$ cat src/rtl/scl_clock_gen.sv
module scl_clock_gen #(
  parameter int PS_W  = 7,
  parameter int CNT_W = 8
) (
  input  logic               clk,
  input  logic               rst_n,
  input  logic               enable,
  input  logic               fast_mode,
  input  logic [PS_W-1:0]    prescale,
  input  logic [2*CNT_W-1:0] divider,
  output logic               ref_tick,
  output logic               scl_o,
  output logic               scl_fall,
  output logic               scl_rise,
  output logic               fast_o
);

  logic [PS_W-1:0]  ps_cnt, ps_lim;
  logic [CNT_W-1:0] lo_in, hi_in, lo_q, hi_q, div_cnt, cur_lim;
  logic             running, phase_end;

  assign ps_lim   = (prescale == '0) ? PS_W'(1) : prescale;
  assign ref_tick = enable && (ps_cnt >= ps_lim - PS_W'(1));

  always_ff @(posedge clk) begin
    if (!rst_n || !enable || ref_tick) ps_cnt <= '0;
    else                               ps_cnt <= ps_cnt + PS_W'(1);
  end

  assign lo_in     = (divider[CNT_W-1:0] == '0) ? CNT_W'(1) : divider[CNT_W-1:0];
  assign hi_in     = (divider[2*CNT_W-1:CNT_W] == '0) ? CNT_W'(1) : divider[2*CNT_W-1:CNT_W];
  assign cur_lim   = scl_o ? hi_q : lo_q;
  assign phase_end = running && (div_cnt == cur_lim - CNT_W'(1));

  always_ff @(posedge clk) begin
    if (!rst_n) begin
      running  <= 1'b0;
      scl_o    <= 1'b1;
      scl_fall <= 1'b0;
      scl_rise <= 1'b0;
      fast_o   <= 1'b0;
      div_cnt  <= '0;
      lo_q     <= CNT_W'(1);
      hi_q     <= CNT_W'(1);
    end else begin
      scl_fall <= 1'b0;
      scl_rise <= 1'b0;
      if (!enable) begin
        running <= 1'b0;
        scl_o   <= 1'b1;
        fast_o  <= 1'b0;
        div_cnt <= '0;
      end else if (ref_tick) begin
        if (!running || (scl_o && phase_end)) begin
          running  <= 1'b1;
          lo_q     <= lo_in;
          hi_q     <= hi_in;
          fast_o   <= fast_mode;
          scl_o    <= 1'b0;
          scl_fall <= 1'b1;
          div_cnt  <= '0;
        end else if (!scl_o && phase_end) begin
          scl_o    <= 1'b1;
          scl_rise <= 1'b1;
          div_cnt  <= '0;
        end else begin
          div_cnt  <= div_cnt + CNT_W'(1);
        end
      end
    end
  end

  p_idle_high_r1: assert property (@(posedge clk) disable iff (!rst_n)
    !enable |=> (scl_o && !scl_fall && !scl_rise && !fast_o));

  p_tick_gate_r2: assert property (@(posedge clk) disable iff (!rst_n)
    !enable |-> !ref_tick);

  p_cnt_bound_r3: assert property (@(posedge clk) disable iff (!rst_n)
    running |-> (div_cnt < cur_lim));

  p_fall_edge_r7: assert property (@(posedge clk) disable iff (!rst_n)
    scl_fall |-> (!scl_o && $past(scl_o)));

  p_rise_edge_r7: assert property (@(posedge clk) disable iff (!rst_n)
    scl_rise |-> (scl_o && !$past(scl_o)));

  p_excl_r7: assert property (@(posedge clk) disable iff (!rst_n)
    !(scl_fall && scl_rise));

  p_fast_hold_r8: assert property (@(posedge clk) disable iff (!rst_n)
    (enable && $past(enable) && !scl_fall) |-> $stable(fast_o));

  p_div_hold_r6: assert property (@(posedge clk) disable iff (!rst_n)
    !scl_fall |-> ($stable(lo_q) && $stable(hi_q)));

endmodule

$ cat config.mk
export PLATFORM = sky130hd
export DESIGN_NAME = scl_clock_gen
export DESIGN_NICKNAME = d
export VERILOG_FILES = /design/src/rtl/scl_clock_gen.sv
export SDC_FILE = /design/constraint.sdc
export NUM_CORES = 1
export LEC_CHECK = 0
export ABC_AREA = 1
export BUFFER_PORTS_ARGS = -buffer_cell sky130_fd_sc_hd__buf_2
export CORE_ASPECT_RATIO = 1.1
export CORE_UTILIZATION = 45
export CTS_CLUSTER_DIAMETER = 200
export CTS_CLUSTER_SIZE = 24
export DETAILED_ROUTE_END_ITERATION = 6
export GPL_ROUTABILITY_DRIVEN = 0
export PLACE_DENSITY = 0.61
export SLEW_MARGIN = 20
export SYNTH_ARGS = -nofsm -noshare
export SYNTH_HDL_FRONTEND = slang
export SYNTH_SLANG_ARGS = --single-unit
$ cat constraint.sdc
create_clock -name clk -period 3.5 [get_ports clk]
set_clock_uncertainty 0.1 [all_clocks]
set_input_delay 0.35 -clock clk [delete_from_list [all_inputs] [get_ports clk]]
set_output_delay 0.35 -clock clk [all_outputs]
set_load 0.01 [all_outputs]
==> results by group <==
Outcome
  • Status: finished clean

Routing
  • Drt first pass iters: 4
  • Total length of routed wires: 5150 um
  • Residual DRC count: 0
  • Mean number of vias per cell: 4.82
  • Post-route ant nets: 0
  • Initial DRC count: 80
  • Average wire per standard cell: 10.7 um
  • Via count: 2,329

Global routing
  • Largest net degree at the start of global routing: 34
  • Met3 Usage GRT: 0.0303
  • Via count of the first global-routing pass: ~2.0k
  • Antenna violations before repair: 0
  • First-pass GRT wire length: 8900 um
  • Leftover overflow at the end of global routing: 0
  • Most utilized layer in the global route result: met2
  • Overall routing resource usage: 0.197
  • Routing usage on met1: 0.269
  • GR Util met2: 0.314

Yosys
  • EDFF count, synth: 0
  • Fraction of the yosys area taken by sequential cells: 0.294
  • Number of warnings reported in the yosys synthesis log: 0
  • Syn avg cell area: between 6 and 7 sq um
  • Post-synth cell types: 36
  • Most used flip-flop cell after synthesis: dfxtp_1
  • Mapped Cells: around 380
  • Post-Synthesis Cell Area: approximately 0.0025 sq mm
  • Total nets after synthesis: 420
  • Number of synthesized register bits: 36
  • Proportion of synthesized flip-flops having asynchronous set or reset: 0

Critical path
  • Worst-path fanout max: 33
  • Endpoint class of the critical path: register
  • Most common cell type on the critical path: nand2_1
  • Ordered list of cells on the worst path: inv_6, nand2_1, nand2_2, ha_1, nand2_1, nand2_1, nor2_1, nand2_1, nand3b_1, a21oi_1, nand4_2, nand2_4, nand2_1, nand2_1, nand2_1
  • Worst flop-to-flop path endpoint: scl_o$_SDFFE_PN1P_
  • Worst-case reg-to-reg path depth: 15
  • Worst Setup Path Type: register to register
  • Register-to-register setup slack: 0.50 ns
  • Count of buffering cells on the critical path with inverters included: 1
  • Startpoint of the worst register-to-register path: scl_o$_SDFFE_PN1P_
  • Critical Path Max Stage Delay: 0.59 ns
  • Slowest cell on crit path: dfxtp_1
  • Worst setup SP type: register
  • Dominant delay contributor by cell family on the critical path: simple AND/OR/NAND/NOR gates
  • Arrival time at the worst endpoint: between 3 and 4 ns
  • Critical Path RT: 3.57 ns

Clocking
  • Clk Latency, worst-skew pair: 0.29 ns
  • Cell chosen for the clock root: clkbuf_8
  • Total setup buffers inserted after CTS: 0
  • TritonCTS clock tree: built
  • Clock-pin slew on the worst setup and hold paths: approximately 0.070 ns
  • Number of buffers created by CTS: 5
  • CTS sink cnt: 36
  • H-tree levels: 2
  • Gates resized, CTS repair: 0
  • Hold Buf Count CTS: 0
  • Max Root-Sink Buffers: 2

STA
  • Final clock period utilization by the worst path: 0.856
  • Slew Limit Headroom: 0.710
  • Worst setup margin: ~0.50 ns
  • Transition time at the pin with the least slew margin: 0.434 ns
  • Setup repair after global routing missed its margin: false
  • Total Negative Setup Slacks: 0 ns
  • Hold_ws: 0.278 ns
  • Setup violators final: 0
  • Hold Vio Cnt, Final: 0
  • Highest attainable clock frequency: ~330 MHz
  • Minimum clock period after layout: 3.00 ns
  • Number of slew-limit violations in the final report: 0

Place
  • Post-place setup slack: 0.380 ns
  • Post-Place Cell Area: 0.00261 sq mm
  • DPL Wire Length: around 4100 um
  • I/O Buffers: 31

Die
  • Number of ports placed on the die boundary: 32
  • Initial core utilization: 0.478
  • FP Rows: 27
  • Chip height: 79.5 um
  • Core box area: ~0.0051 sq mm
  • Die ar.: 0.00575 sq mm
  • Horizontal die dimension: 72.4 um

Run
  • Maxcap violations: 0

Power
  • Leakage component of the power: 0.00127 uW
  • Highest ir drop seen on vdd: 0.000213 V
  • Power per cell area: 300 mW/mm^2

Hold path
  • Startpoint of the worst hold path: divider[0]
  • Min-Delay Path Class: input pin to register
  • Endpoint, Worst Hold: lo_q[0]$_SDFFE_PN1P_
  • Worst hold path cell count: 5

Finish
  • Fraction of layout instances using a drive strength above 1: 0.156
  • Final standard cell area without fillers: 0.00271 sq mm
  • Leading cell types in the layout, fill and taps excluded: nand2_1 (108), inv_1 (56), nor2_1 (40)
  • Number of antenna diodes: 0
  • Area Growth Syn to Fin: 10.3%
  • Layout net count: 448
  • Most common cell after layout, fill and taps aside: nand2_1
[worst register-to-register path: cells and delay by family, from the launching register on]
family / cells / cell delay, ns
DFF: 1 / 0.59
buffers and inverters: 1 / 0.13
AOI/OAI and AO/OA: 1 / 0.29
and+or+nand+nor: 12 / 1.45
adders and majority gates: 1 / 0.34
[synth_stat cells, types with 5 or more instances]
library cell / instances / share of area
xor2_1: 7 / 0.025
a21oi_1: 22 / 0.045
o21ai_0: 7 / 0.014
nor2_1: 40 / 0.061
nand3_1: 36 / 0.073
dfxtp_1: 36 / 0.29
buf_6: 5 / 0.023
nand2_1: 108 / 0.17
ha_1: 11 / 0.056
nand2_2: 6 / 0.015
nor3_1: 7 / 0.014
inv_1: 56 / 0.086
nand2_4: 5 / 0.023
[registers in the layout, indices dropped and copies added, names as in the netlist]
signal    count
div_cnt       8
hi_q          8
lo_q          8
ps_cnt        7
fast_o        1
running       1
scl_fall      1
scl_o         1
scl_rise      1
[logic make-up after synthesis]
group	count (synthesis)	share of synthesized area
AND/OR/NAND/NOR	217	0.398
buffers and inverters	72	0.135
XOR/XNOR	10	0.0357
AO/OA/AOI/OAI	36	0.0821
adder cells (fa/ha/maj)	11	0.0561
flip-flops	36	0.294
[worst max-delay path by stage]
stage                            start              endpoint  slack, ns  cells after the start
finish              scl_o$_SDFFE_PN1P_    scl_o$_SDFFE_PN1P_       0.50                     15
detailed placement         prescale[2]  lo_q[6]$_SDFFE_PN0P_       0.38                     18
global route               prescale[2]              ref_tick       0.24                     15
floorplan                  prescale[2]  hi_q[7]$_SDFFE_PN0P_       0.76                     17
global placement           prescale[2]  lo_q[7]$_SDFFE_PN0P_       0.45                     18
CTS                 scl_o$_SDFFE_PN1P_    scl_o$_SDFFE_PN1P_       0.51                     15
[layout make-up]
class,instances,area (sq um)
fillers,559,2430
multi-input cells,274,1400
flip-flops and latches,36,721
inverters,60,230
repair buffers,33,170
well taps,72,90.1
clock buffers,7,86.3
clock inverters,1,7.51
[power breakdown]
group          leakage, uW  internal, uW  total [uW]  switching (uW)
Clock            0.0000445           160         310             150
Sequential        0.000290           413         417            3.31
Combinational     0.000931          34.9        84.1            49.2
[through the flow]
step / power, uW / utilization / instances
finish: 811 / 0.527 / 483
global route: 846 / 0.527 / 483
CTS: 819 / 0.527 / 483
detailed placement: 511 / 0.509 / 475
global placement: 510 / 0.509 / 475
floorplan: 482 / - / 382
[layer usage]
| metal | part of all wire | up-vias | routed length, um |
|---|---|---|---|
| met5 | 0 | - | 0 |
| met4 | 0.012 | 0 | 64 |
| met3 | 0.021 | 6 | 109 |
| met2 | 0.45 | 25 | 2300 |
| met1 | 0.52 | 1044 | 2670 |
| li1 | - | 1254 | - |
Note: power is estimated with default switching activity, not from simulation.
